<file path="src/rtl/dbgst_pkg.sv">
package dbgst_pkg;
  localparam int WORD_W  = 32;
  localparam int CAUSE_W = 6;
  localparam int CODE_W  = 5;
  localparam int VER_W   = 3;

  // Field placement in the status word (decoded by software)
  localparam int POS_CAUSE = 0;
  localparam int POS_CODE  = 10;
  localparam int POS_VER   = 15;
  localparam int POS_HALT  = 26;
  localparam int POS_DOZE  = 27;
  localparam int POS_MODE  = 30;
  localparam int POS_DBD   = 31;
endpackage

</file>
<file path="src/rtl/dbgst_rst_sync.sv">
module dbgst_rst_sync #(
  parameter int STAGES = 2
) (
  input  logic clk,
  input  logic arst_n,
  output logic rst_n_o
);
  logic [STAGES-1:0] sync_q;
  logic [STAGES-1:0] sync_d;

  always_comb begin
    sync_d = {sync_q[STAGES-2:0], 1'b1};
  end

  always_ff @(posedge clk or negedge arst_n) begin
    if (!arst_n) begin
      sync_q <= '0;
    end else begin
      sync_q <= sync_d;
    end
  end

  assign rst_n_o = sync_q[STAGES-1];
endmodule

</file>
<file path="src/rtl/dbgst_event_ctl.sv">
module dbgst_event_ctl
  import dbgst_pkg::*;
(
  input  logic              clk,
  input  logic              rst_n,
  input  logic              dbg_exc_i,
  input  logic              nest_exc_i,
  input  logic              dret_i,
  input  logic [CODE_W-1:0] exc_code_i,
  input  logic              in_delay_i,
  input  logic              halted_i,
  input  logic              dozing_i,
  output logic              dbg_ld_o,
  output logic              nest_ld_o,
  output logic              dm_o,
  output logic [CODE_W-1:0] code_o,
  output logic              dbd_o,
  output logic              halt_o,
  output logic              doze_o
);
  logic              dm_q, dm_d, dm_en;
  logic [CODE_W-1:0] code_q, code_d;
  logic              code_en;
  logic              dbd_q, dbd_d, dbd_en;
  logic              halt_q, halt_d, doze_q, doze_d, hd_en;
  logic              dbg_ld, nest_ld;

  // Qualify strobes against current mode
  assign dbg_ld  = dbg_exc_i & ~dm_q;
  assign nest_ld = nest_exc_i & dm_q;

  always_comb begin
    dm_en   = dbg_ld | (dret_i & dm_q);
    dm_d    = dbg_ld;
    code_en = nest_ld;
    code_d  = exc_code_i;
    dbd_en  = dbg_ld | nest_ld;
    dbd_d   = in_delay_i;
    hd_en   = dbg_ld;
    halt_d  = halted_i;
    doze_d  = dozing_i;
  end

  always_ff @(posedge clk or negedge rst_n) begin
    if (!rst_n) begin
      dm_q   <= 1'b0;
      code_q <= '0;
      dbd_q  <= 1'b0;
      halt_q <= 1'b0;
      doze_q <= 1'b0;
    end else begin
      if (dm_en)   dm_q   <= dm_d;
      if (code_en) code_q <= code_d;
      if (dbd_en)  dbd_q  <= dbd_d;
      if (hd_en) begin
        halt_q <= halt_d;
        doze_q <= doze_d;
      end
    end
  end

  assign dbg_ld_o  = dbg_ld;
  assign nest_ld_o = nest_ld;
  assign dm_o      = dm_q;
  assign code_o    = code_q;
  assign dbd_o     = dbd_q;
  assign halt_o    = halt_q;
  assign doze_o    = doze_q;

  AST_ENTER_MODE: assert property (@(posedge clk) disable iff (!rst_n)
    (dbg_exc_i && !dm_q) |=> dm_q);
  AST_LEAVE_MODE: assert property (@(posedge clk) disable iff (!rst_n)
    (dret_i && dm_q) |=> !dm_q);
  AST_CODE_HELD_ON_DBG: assert property (@(posedge clk) disable iff (!rst_n)
    (dbg_exc_i && !dm_q) |=> $stable(code_q));
  AST_HALT_DOZE_HELD: assert property (@(posedge clk) disable iff (!rst_n)
    (nest_exc_i && dm_q) |=> ($stable(halt_q) && $stable(doze_q)));
  AST_DBD_TRACKS: assert property (@(posedge clk) disable iff (!rst_n)
    ((dbg_exc_i && !dm_q) || (nest_exc_i && dm_q)) |=> (dbd_q == $past(in_delay_i)));
  AST_STRAY_NEST: assert property (@(posedge clk) disable iff (!rst_n)
    (nest_exc_i && !dm_q) |=> $stable(code_q));
  AST_STRAY_DBG: assert property (@(posedge clk) disable iff (!rst_n)
    (dbg_exc_i && dm_q && !dret_i) |=> (dm_q && $stable(halt_q)));
endmodule

</file>
<file path="src/rtl/dbgst_cause_bank.sv">
module dbgst_cause_bank
  import dbgst_pkg::*;
(
  input  logic               clk,
  input  logic               rst_n,
  input  logic               dbg_ld_i,
  input  logic               nest_ld_i,
  input  logic               wr_ok_i,
  input  logic [CAUSE_W-1:0] cause_i,
  input  logic [CAUSE_W-1:0] wr_data_i,
  output logic [CAUSE_W-1:0] flags_o
);
  logic [CAUSE_W:0]   seen;
  logic [CAUSE_W-1:0] pick;
  logic [CAUSE_W-1:0] flags_q, flags_d;
  logic               flags_en;

  // Keep only the lowest-numbered active cause
  assign seen[0] = 1'b0;
  for (genvar i = 0; i < CAUSE_W; i++) begin : g_prio
    assign pick[i]   = cause_i[i] & ~seen[i];
    assign seen[i+1] = seen[i] | cause_i[i];
  end

  always_comb begin
    flags_en = dbg_ld_i | nest_ld_i | wr_ok_i;
    if (dbg_ld_i)       flags_d = pick;
    else if (nest_ld_i) flags_d = '0;
    else                flags_d = wr_data_i;
  end

  always_ff @(posedge clk or negedge rst_n) begin
    if (!rst_n) begin
      flags_q <= '0;
    end else if (flags_en) begin
      flags_q <= flags_d;
    end
  end

  assign flags_o = flags_q;

  AST_CAUSE_ONEHOT: assert property (@(posedge clk) disable iff (!rst_n)
    dbg_ld_i |=> $onehot0(flags_q));
  AST_CAUSE_CLEARED: assert property (@(posedge clk) disable iff (!rst_n)
    nest_ld_i |=> (flags_q == '0));
  AST_WRITE_LOADS: assert property (@(posedge clk) disable iff (!rst_n)
    (wr_ok_i && !dbg_ld_i && !nest_ld_i) |=> (flags_q == $past(wr_data_i)));
endmodule

</file>
<file path="src/rtl/dbgst_read_view.sv">
module dbgst_read_view
  import dbgst_pkg::*;
#(
  parameter logic [VER_W-1:0] VERSION = 3'd2
) (
  input  logic               dm_i,
  input  logic               dbd_i,
  input  logic               halt_i,
  input  logic               doze_i,
  input  logic [CODE_W-1:0]  code_i,
  input  logic [CAUSE_W-1:0] flags_i,
  output logic [WORD_W-1:0]  word_o
);
  logic [WORD_W-1:0] always_vis;
  logic [WORD_W-1:0] mode_vis;

  always_comb begin
    always_vis = '0;
    always_vis[POS_MODE] = dm_i;
    always_vis[POS_VER +: VER_W] = VERSION;

    mode_vis = '0;
    mode_vis[POS_DBD]  = dbd_i;
    mode_vis[POS_DOZE] = doze_i;
    mode_vis[POS_HALT] = halt_i;
    mode_vis[POS_CODE +: CODE_W]   = code_i;
    mode_vis[POS_CAUSE +: CAUSE_W] = flags_i;

    word_o = always_vis | (dm_i ? mode_vis : '0);
  end
endmodule

</file>
<file path="src/rtl/dbg_status_reg.sv">
module dbg_status_reg
  import dbgst_pkg::*;
#(
  parameter logic [VER_W-1:0] VERSION = 3'd2
) (
  input  logic               clk,
  input  logic               rst_n,
  input  logic               dbg_exc_i,
  input  logic               nest_exc_i,
  input  logic               dret_i,
  input  logic [CAUSE_W-1:0] cause_i,
  input  logic [CODE_W-1:0]  exc_code_i,
  input  logic               in_delay_i,
  input  logic               halted_i,
  input  logic               dozing_i,
  input  logic               wr_en_i,
  input  logic [CAUSE_W-1:0] wr_data_i,
  output logic [WORD_W-1:0]  rd_data_o,
  output logic               dbg_mode_o
);
  logic               rst_q_n;
  logic               dbg_ld, nest_ld, wr_ok;
  logic               dm, dbd, halt, doze;
  logic [CODE_W-1:0]  code;
  logic [CAUSE_W-1:0] flags;

  dbgst_rst_sync #(.STAGES(2)) u_rst (
    .clk     (clk),
    .arst_n  (rst_n),
    .rst_n_o (rst_q_n)
  );

  dbgst_event_ctl u_evt (
    .clk        (clk),
    .rst_n      (rst_q_n),
    .dbg_exc_i  (dbg_exc_i),
    .nest_exc_i (nest_exc_i),
    .dret_i     (dret_i),
    .exc_code_i (exc_code_i),
    .in_delay_i (in_delay_i),
    .halted_i   (halted_i),
    .dozing_i   (dozing_i),
    .dbg_ld_o   (dbg_ld),
    .nest_ld_o  (nest_ld),
    .dm_o       (dm),
    .code_o     (code),
    .dbd_o      (dbd),
    .halt_o     (halt),
    .doze_o     (doze)
  );

  // Writes only count in debug mode; events take priority
  assign wr_ok = wr_en_i & dm & ~nest_ld & ~dbg_ld;

  dbgst_cause_bank u_cause (
    .clk       (clk),
    .rst_n     (rst_q_n),
    .dbg_ld_i  (dbg_ld),
    .nest_ld_i (nest_ld),
    .wr_ok_i   (wr_ok),
    .cause_i   (cause_i),
    .wr_data_i (wr_data_i),
    .flags_o   (flags)
  );

  dbgst_read_view #(.VERSION(VERSION)) u_view (
    .dm_i    (dm),
    .dbd_i   (dbd),
    .halt_i  (halt),
    .doze_i  (doze),
    .code_i  (code),
    .flags_i (flags),
    .word_o  (rd_data_o)
  );

  assign dbg_mode_o = dm;

  AST_HIDDEN_FIELDS: assert property (@(posedge clk) disable iff (!rst_q_n)
    !dbg_mode_o |-> ((rd_data_o[POS_CODE +: CODE_W] == '0) && (rd_data_o[POS_CAUSE +: CAUSE_W] == '0)
                     && !rd_data_o[POS_HALT] && !rd_data_o[POS_DBD]));
  AST_FOREIGN_WRITE: assert property (@(posedge clk) disable iff (!rst_q_n)
    (wr_en_i && !dm && !dbg_exc_i) |=> $stable(flags));
  AST_VERSION_FIELD: assert property (@(posedge clk) disable iff (!rst_q_n)
    rd_data_o[POS_VER +: VER_W] == VERSION);
endmodule

</file>
<file path="config.mk">
export PLATFORM = sky130hd
export DESIGN_NAME = dbg_status_reg
export DESIGN_NICKNAME = d
export VERILOG_FILES = /design/src/rtl/dbgst_pkg.sv /design/src/rtl/dbgst_rst_sync.sv /design/src/rtl/dbgst_event_ctl.sv /design/src/rtl/dbgst_cause_bank.sv /design/src/rtl/dbgst_read_view.sv /design/src/rtl/dbg_status_reg.sv
export SDC_FILE = /design/constraint.sdc
export NUM_CORES = 1
export LEC_CHECK = 0
export ABC_CLOCK_PERIOD_IN_PS = 3000
export BUFFER_PORTS_ARGS = -buffer_cell sky130_fd_sc_hd__clkbuf_2
export CAP_MARGIN = 20
export CORE_MARGIN = 1
export CORE_UTILIZATION = 25
export CTS_BUF_LIST = sky130_fd_sc_hd__clkbuf_4
export DETAILED_ROUTE_END_ITERATION = 6
export MAX_ROUTING_LAYER = met4
export PLACE_DENSITY_LB_ADDON = 0.05
export RECOVER_POWER = 50
export SETUP_SLACK_MARGIN = 0.05
export SYNTH_ARGS = -nofsm -noshare
export SYNTH_HDL_FRONTEND = slang
export SYNTH_SLANG_ARGS = --single-unit
</file>
<file path="constraint.sdc">
create_clock -name clk -period 3 [get_ports clk]
set_input_delay 0.3 -clock clk [delete_from_list [all_inputs] [get_ports clk]]
set_output_delay 0.3 -clock clk [all_outputs]
set_load 0.01 [all_outputs]
</file>
==> results.json, run 1 <==
{
  "clk_latency_ps": 290,
  "endpoint_kind": "register",
  "worst-endpoint-arrival_ps": 2160,
  "yosys-top-cells-area": "dfrtp_1 42%, buf_4 13%, and2_1 8.7%",
  "synth-edff-count": 0,
  "seqCellArea_um2": 425,
  "dr.pass1.iters": 4,
  "vias": 786,
  "final_common_cell": "clkbuf_2",
  "chipWidth_um": 65.4,
  "drc": 0,
  "cts_buffers": 3,
  "fin_worst_skew_ps": 8.55,
  "synth.top_cell.area_share_pct": 42.3,
  "maxSlewViolCount": 0,
  "dp_hpwl_um": 1630,
  "pin_count": 59,
  "antenna_found_initial": 0,
  "area.growth.synth_to_final_pct": 20.6,
  "final_nets": 167,
  "portBuffers": 41,
  "ys_types": 25,
  "clock_sinks": 17,
  "grt_max_degree": 30,
  "min_path_cells": 2,
  "timing.fmax_ghz": 0.521,
  "grt_pass1_vias": 775,
  "startpoint_type": "register",
  "ys_warn_count": 0,
  "p_total_w": 0.000620,
  "gp_congestion": 0.730,
  "async_flop_share_pct": 100,
  "viasPerCell": 4.18,
  "synthCells": 99,
  "root_buffer": "clkbuf_4",
  "fin_crit_sh_pct": 64.0,
  "ys.flop_type": "dfrtp_1",
  "cpMaxStageDelayCell": "dfrtp_1",
  "crit_buf_inv": 0,
  "fill_cells": 409,
  "r2r_setup_slack_ps": 1080,
  "setup_violations": 0,
  "period_minus_slack_ps": 1920,
  "tritoncts": "built",
  "finalSetupTns_ps": 0,
  "final_layout_size_suffix_gt1_share_pct": 39.3,
  "yosys.area.top_type": "dfrtp_1",
  "synth_seq_cells": 17,
  "cts.path.max_buffers": 2,
  "drt_iter0_markers": 28,
  "max_stage_delay_ps": 700,
  "cts-htree-levels": 1,
  "post_drt_wl_per_cell_um": 11.2,
  "mostFrequentLayoutCells": "38 x clkbuf_2, 18 x conb_1, 17 x dfrtp_1",
  "cap_violations": 0,
  "slew_headroom_pct": 46.5,
  "ff2ff_path_depth": 3,
  "final_antenna_net_count": 0,
  "multi_input_area_um2": 468,
  "rows": 22,
  "leakagePower_nw": 0.626,
  "worstSetupPathType": "reg2reg",
  "rsz0062_at_grt": "no",
  "antennaDiodeCount": 0,
  "path_cells": "or4b_4, nor4_1, o32a_2",
  "wirelength_um": 2110,
  "overflow": 0,
  "min_path_type": "in2reg",
  "dieHeight_um": 65.4,
  "cp.depth": 3,
  "power.density_mw_per_mm2": 511,
  "initial_core_util_pct": 26.7,
  "tightest_slew_ps": 802,
  "core_mm2": 0.00377,
  "status": "complete, no violations",
  "ys_seq_area_share_pct": 42.3,
  "peakVddDrop_uv": 207,
  "track_usage_pct": 11.3,
  "cpLargestDelayFamily": "simple AND/OR/NAND/NOR gates",
  "dieArea_mm2": 0.00428,
  "netlist_area_mm2": 0.00101,
  "post_cts_buffers": 0,
  "grt_pass1_wl_um": 3460,
  "cp_max_fo": 29,
  "clk_pin_slew_ps": 100,
  "hold_viol": 0,
  "synth.avg_cell_area_um2": 10.2,
  "required_ps": 3240
}
[Yosys cell counts, types with 3 or more instances]
master and number:
buf_4 18, dfrtp_1 17, and2_1 14, mux2_2 7, nand2_1 7, inv_1 5, a21oi_1 3, nor2b_1 3
o21ai_0 3
[area by class of cell]
type,count,area share (%)
Sequential cell,17,35.1
Timing Repair Buffer,42,17.4
Inverter,5,1.55
Multi-Input combinational cell,72,38.6
Clock buffer,4,2.47
Tap cell,48,4.95
[state kept, by name, indices dropped and copies added, names as in the netlist]
register / count
u_evt.halt_o: 1
u_evt.dm_o: 1
u_evt.dbd_o: 1
u_evt.doze_o: 1
u_rst.sync_q: 2
u_cause.flags_o: 6
u_evt.code_o: 5
[worst register-to-register path, cell delays in order, from the launching register on]
cell and delay, ps:
dfrtp_1 700, or4b_4 680, nor4_1 310, o32a_2 190
[what timing repair did]
action / in CTS / in global routing
gates resized for setup: 0 / 0
hold buffers: 1 / 0
hold endpoints to repair: 2 / 0
[kinds of logic (layout without fill, tap and decap cells)]
kind of cell	after synthesis	after routing	share of synthesized area [%]
AND/OR/NAND/NOR	32	32	19.9
buffers and inverters	26	51	17.2
flip-flops	17	17	42.3
AO/OA/AOI/OAI	13	13	10.1
multiplexers	9	9	9.83
other	2	18	0.747
[where the power goes]
group          switching [W]  internal (W)  leakage (nW)
Clock              0.0000719     0.0000607        0.0184
Combinational      0.0000864     0.0000957         0.403
Sequential         0.0000352      0.000270         0.204
[through the flow]
stage / hold WS [ps] / instances / worst slack [ps] / area [µm²] / utilization (%)
after floorplan: 4.41 / 115 / 1450 / 1070 / -
after global placement: 85.6 / 183 / 1110 / 1180 / 31.2
after detailed placement: 90.6 / 183 / 1090 / 1180 / 31.2
after CTS: 161 / 188 / 1070 / 1220 / 32.3
after global routing: 178 / 188 / 968 / 1210 / 32.2
final: 175 / 188 / 1080 / 1210 / 32.2
[per-layer routing]
| metal | routed length, µm | global-route usage [%] |
|---|---|---|
| met1 | 948 | 12.6 |
| met2 | 1050 | 19.6 |
| met3 | 99 | 3.30 |
| met4 | 20 | 3.26 |
| met5 | 0 | - |
[final timing paths]
check / start / to
worst max-delay path: u_evt.dm_o / u_cause.flags_o[5]
worst min-delay path: dret_i / u_evt.dm_o
worst max register to register: u_evt.dm_o / u_cause.flags_o[5]
worst min register to register: u_rst.sync_q[1] / u_cause.flags_o[4]
max in group asynchronous: u_rst.sync_q[1] / u_evt.code_o[0]
min in group asynchronous: u_rst.sync_q[1] / u_cause.flags_o[4]
Note: power is estimated with default switching activity, not from simulation.
==> inputs of run 2 (changes only) <==
Settings changed: ABC_CLOCK_PERIOD_IN_PS 3000 to 1800.
Clock period 3 ns to 1.8 ns, I/O delays scaled along.
==> run 2 against run 1 <==
  * Worst hold slack lost 110 ps
  * Worst setup slack lost 860 ps
  * Clock skew shrank 1.4 ps
  * Utilization grew 0.43 points
  * Sequential share of layout area shrank 0.46 points
  * Sequential power grew 61%
  * Wire length grew 2.9%
  * Register-to-register slack lost 860 ps
  * Flip-flop and latch count is the same
  * Combinational power grew 82%
  * Critical endpoint is now u_cause.flags_o[4]
  * Highest routed layer unchanged
==> results.json, run 2 (same netlist as run 1, synthesis figures left out) <==
{
  "crit_path_end": "u_cause.flags_o[4]",
  "rsz0062_at_grt": "no",
  "multi_input_area_um2": 468,
  "drt_iter0_markers": 13,
  "viasPerCell": 4.17,
  "period_minus_slack_ps": 1580,
  "clk_pin_slew_ps": 100,
  "fin_crit_sh_pct": 88.0,
  "peakVddDrop_uv": 358,
  "comb_power_share_pct": 31.8,
  "fin_ws_ps": 216,
  "slew_headroom_pct": 58.3,
  "drc": 0,
  "maxSlewViolCount": 0,
  "rows": 22,
  "cts_resized": 0,
  "path_cells": "or4b_4, nor4b_2, o32a_2",
  "hold_buffers": 1,
  "cp.depth": 3,
  "finalSetupTns_ps": 0,
  "tritoncts": "built",
  "min_path_type": "in2reg",
  "grt_pass1_wl_um": 3530,
  "pwr-share-seq_pct": 47.1,
  "mostFrequentLayoutCells": "39 x clkbuf_2, 18 x conb_1, 17 x dfrtp_1",
  "p_int_w": 0.000720,
  "power.density_mw_per_mm2": 849,
  "cts_buffers": 3,
  "fill_cells": 422,
  "core_mm2": 0.00377,
  "max_stage_delay_ps": 570,
  "post_cts_buffers": 0,
  "grt_max_degree": 16,
  "netSwitchingFraction_pct": 31.1,
  "worst-endpoint-arrival_ps": 1820,
  "cpLargestDelayFamily": "simple AND/OR/NAND/NOR gates",
  "clk_latency_ps": 290,
  "crit_buf_inv": 0,
  "required_ps": 2040,
  "status": "complete, no violations",
  "fin_worst_skew_ps": 7.17,
  "cap_violations": 0,
  "gp_congestion": 0.763,
  "final_common_cell": "clkbuf_2",
  "clockPowerShare_pct": 21.1,
  "initial_core_util_pct": 26.7,
  "startpoint_type": "register",
  "area.growth.synth_to_final_pct": 22.3,
  "seqCellArea_um2": 425,
  "hold_viol": 0,
  "dr.pass1.iters": 4,
  "final_antenna_net_count": 0,
  "overflow": 0,
  "final_nets": 169,
  "final_layout_size_suffix_gt1_share_pct": 40.8,
  "cts-htree-levels": 1,
  "dieHeight_um": 65.4,
  "cp_max_fo": 9,
  "cts.path.max_buffers": 2,
  "portBuffers": 41,
  "root_buffer": "clkbuf_4",
  "antennaDiodeCount": 0,
  "largest_reg_flops": 6,
  "worstSetupPathType": "reg2reg",
  "r2r_setup_slack_ps": 220,
  "rr_startpoint": "u_evt.dm_o",
  "wirelength_um": 2180,
  "dieArea_mm2": 0.00428,
  "antenna_found_initial": 0,
  "endpoint_kind": "register",
  "tightest_slew_ps": 625,
  "vias": 792,
  "pre_cts_ws_ps": 252,
  "power_switching_w": 0.000325,
  "timing.fmax_ghz": 0.631,
  "chipWidth_um": 65.4,
  "setup_violations": 0,
  "cpMaxStageDelayCell": "or4b_4",
  "r2r-end": "u_cause.flags_o[4]",
  "pin_count": 59,
  "ff2ff_path_depth": 3,
  "post_drt_wl_per_cell_um": 11.4,
  "leakagePower_nw": 0.636,
  "grt_pass1_vias": 770,
  "clock_sinks": 17,
  "dp_hpwl_um": 1750,
  "track_usage_pct": 11.4,
  "crit_path_start": "u_evt.dm_o"
}
==> run 2: area by class of cell <==
type | instances | share of cell area, %
multi-input cells | 72 | 38.0
flip-flops and latches | 17 | 34.6
repair buffers | 44 | 18.5
well taps | 48 | 4.88
clock buffers | 4 | 2.44
inverters | 5 | 1.53
==> run 2: worst register-to-register path, stage by stage, from the launching register on <==
cell and delay (ps):
dfrtp_1 470, or4b_4 570, nor4b_2 310, o32a_2 180
==> run 2: worst min path at each step <==
| stage | start | end | slack (ps) | cells after the start |
|---|---|---|---|---|
| global route | dret_i | u_evt.dm_o | 50 | 2 |
| floorplan | rst_n | u_rst.sync_q[0] | -120 | 0 |
| CTS | dret_i | u_evt.dm_o | 60 | 2 |
| global placement | rst_n | u_rst.sync_q[0] | -30 | 1 |
| finish | dret_i | u_evt.dm_o | 70 | 2 |
| detailed placement | rst_n | u_rst.sync_q[0] | -30 | 1 |
==> run 2: through the flow <==
| step | hold slack, ps | cell area [µm²] | util [%] | cells | total power [W] |
|---|---|---|---|---|---|
| CTS | 56.4 | 1230 | 32.7 | 190 | 0.00107 |
| floorplan | -116 | 1070 | - | 115 | 0.000737 |
| detailed placement | -31.5 | 1190 | 31.6 | 185 | 0.000841 |
| global route | 47.8 | 1230 | 32.6 | 190 | 0.00112 |
| finish | 69.6 | 1230 | 32.6 | 190 | 0.00104 |
| global placement | -32.7 | 1190 | 31.6 | 185 | 0.000840 |
==> run 2: routing by layer <==
metal / vias up / wire, µm / GRT usage, % / part of all wire [%]
met5: - / 0 / - / 0
met4: 0 / 23 / 3.53 / 1.1
met3: 2 / 142 / 3.82 / 6.5
met2: 37 / 1110 / 19.6 / 51
met1: 368 / 897 / 12.5 / 41
li1: 385 / - / - / -
==> run 2: power groups by stage <==
stage	clock network [W]	logic [W]	registers, W
after detailed placement	0	0.000339	0.000501
after global placement	0	0.000339	0.000501
after global routing	0.000251	0.000371	0.000502
after CTS	0.000235	0.000343	0.000493
after floorplan	0	0.000250	0.000487
final	0.000220	0.000332	0.000491
==> inputs of run 3 (changes only) <==
Settings changed: CELL_PAD_IN_SITES_DETAIL_PLACEMENT set to 0, CELL_PAD_IN_SITES_GLOBAL_PLACEMENT set to 1, CORE_UTILIZATION 25 to 32.
==> run 3 against run 2 <==
  * The run now ends with DRC left
  * First-iteration DRC count increased by 120%
  * Combinational power down 2%
  * Utilization increased by 9.8 points
  * Fmax decreased by 3.7%
  * Final area fell by 0.71%
  * Clock skew grew 4.9 ps
  * Sequential power grew 0.8%
  * Register-to-register slack got worse by 60 ps
  * Global-route usage rose by 2.2 points
  * Sequential share of layout area grew 0.25 points
  * Final cell count shrank 3.2%
==> results.json, run 3 (same netlist as run 1, synthesis figures left out) <==
{
  "final_antenna_net_count": 0,
  "grt_max_degree": 16,
  "tightest_slew_ps": 623,
  "final_nets": 169,
  "cp_max_fo": 13,
  "drt_iter0_markers": 28,
  "min_path_type": "in2reg",
  "fin_ws_ps": 156,
  "power.density_mw_per_mm2": 850,
  "status": "complete, but fails checks",
  "pin_count": 59,
  "tritoncts": "built",
  "grt_pass1_vias": 748,
  "grt_use_met1_pct": 16.8,
  "rsz0062_at_grt": "no",
  "final_layout_size_suffix_gt1_share_pct": 40.1,
  "p_int_w": 0.000718,
  "power_switching_w": 0.000319,
  "core_mm2": 0.00288,
  "use_met3_pct": 5.58,
  "drc": 3,
  "initial_core_util_pct": 35.0,
  "fin_worst_skew_ps": 12.0,
  "grtUsageMet2_pct": 20.9,
  "crit_path_start": "u_evt.dm_o",
  "slew_headroom_pct": 58.5,
  "dp_hpwl_um": 1630,
  "maxSlewViolCount": 0,
  "busiest_layer": "met2",
  "fin_util_pct": 42.5,
  "cap_violations": 0,
  "startpoint_type": "register",
  "finalSetupTns_ps": 0,
  "portBuffers": 41,
  "worstSetupPathType": "reg2reg",
  "clockPowerShare_pct": 20.9,
  "grt_pass1_wl_um": 3340,
  "hold_slack_ps": 78.6,
  "dr.pass1.iters": 7,
  "pre_cts_ws_ps": 197,
  "pwr-share-seq_pct": 47.7,
  "ff2ff_path_depth": 3,
  "largest_reg_flops": 6,
  "vias": 796,
  "rows": 19,
  "antennaDiodeCount": 0,
  "min_path_cells": 3,
  "period_minus_slack_ps": 1640,
  "setup_violations": 0,
  "area.growth.synth_to_final_pct": 21.4,
  "final_common_cell": "clkbuf_2",
  "netSwitchingFraction_pct": 30.8,
  "clk_latency_ps": 290,
  "cts_buffers": 3,
  "post_drt_wl_per_cell_um": 11.0,
  "clock_sinks": 17,
  "antenna_found_initial": 0,
  "fin_crit_sh_pct": 91.4,
  "worst-endpoint-arrival_ps": 1880,
  "min_from": "dozing_i",
  "cts-htree-levels": 1,
  "max_stage_delay_ps": 600,
  "rr_startpoint": "u_evt.dm_o",
  "hold_viol": 0,
  "root_buffer": "clkbuf_4",
  "viasPerCell": 4.33,
  "cts.path.max_buffers": 2,
  "path_cells": "or4b_4, nor4_1, o32a_2",
  "peakVddDrop_uv": 439,
  "endpoint_kind": "register",
  "chipWidth_um": 58.1,
  "placed_area_mm2": 0.00118,
  "mostFrequentLayoutCells": "38 x clkbuf_2, 18 x conb_1, 17 x dfrtp_1",
  "track_usage_pct": 13.6,
  "wirelength_um": 2030,
  "overflow": 0,
  "dieArea_mm2": 0.00337,
  "dieHeight_um": 58.1,
  "cpMaxStageDelayCell": "or4b_4",
  "leakagePower_nw": 0.634,
  "required_ps": 2040,
  "violations": "DRC",
  "stdcell_area_mm2": 0.00122,
  "comb_power_share_pct": 31.4,
  "gp_congestion": 0.709,
  "timing.fmax_ghz": 0.608,
  "clk_pin_slew_ps": 100
}
-- run 3: routing by layer --
layer  routed length, µm  up-vias
met2                 958       37
met3                 150        2
met4                   9        0
met5                   0        -
li1                    -      380
met1                 909      377
-- run 3: area by class of cell --
class	instances	area (µm²)
inverter	5	18.8
multi-input combinational	72	468
fill	296	1660
timing repair buffer	44	226
tap	42	52.6
sequential	17	425
clock buffer	4	30.0
-- run 3: final timing paths --
check                                      to  slack [ps]
max                        u_cause.flags_o[5]         160
min                              u_evt.doze_o          80
max reg2reg                u_cause.flags_o[5]         160
min reg2reg                        u_evt.dm_o         250
max in group asynchronous         u_evt.dbd_o        1140
min in group asynchronous     u_rst.sync_q[0]         220
-- run 3: power groups by stage --
stage / logic (W) / registers, W / clock network [W]
floorplan: 0.000250 / 0.000487 / 0
global placement: 0.000331 / 0.000505 / 0
detailed placement: 0.000331 / 0.000506 / 0
CTS: 0.000335 / 0.000497 / 0.000232
global route: 0.000362 / 0.000507 / 0.000252
finish: 0.000326 / 0.000495 / 0.000217
-- run 3: what timing repair did --
action                    in CTS  in global routing
hold endpoints to repair       2                  0
hold buffers                   1                  0
buffers inserted               0                  0
resized for setup              0                  0
-- run 3: stage by stage --
step | std cells | total power, W
after floorplan | 115 | 0.000737
after global placement | 179 | 0.000836
after detailed placement | 179 | 0.000837
after CTS | 184 | 0.00106
after global routing | 184 | 0.00112
final | 184 | 0.00104
-- run 3: worst max-delay path: cells and delay by family, from the launching register on --
family,cells,cell delay [ps]
compound gates,1,180
flops,1,530
simple gates,2,890
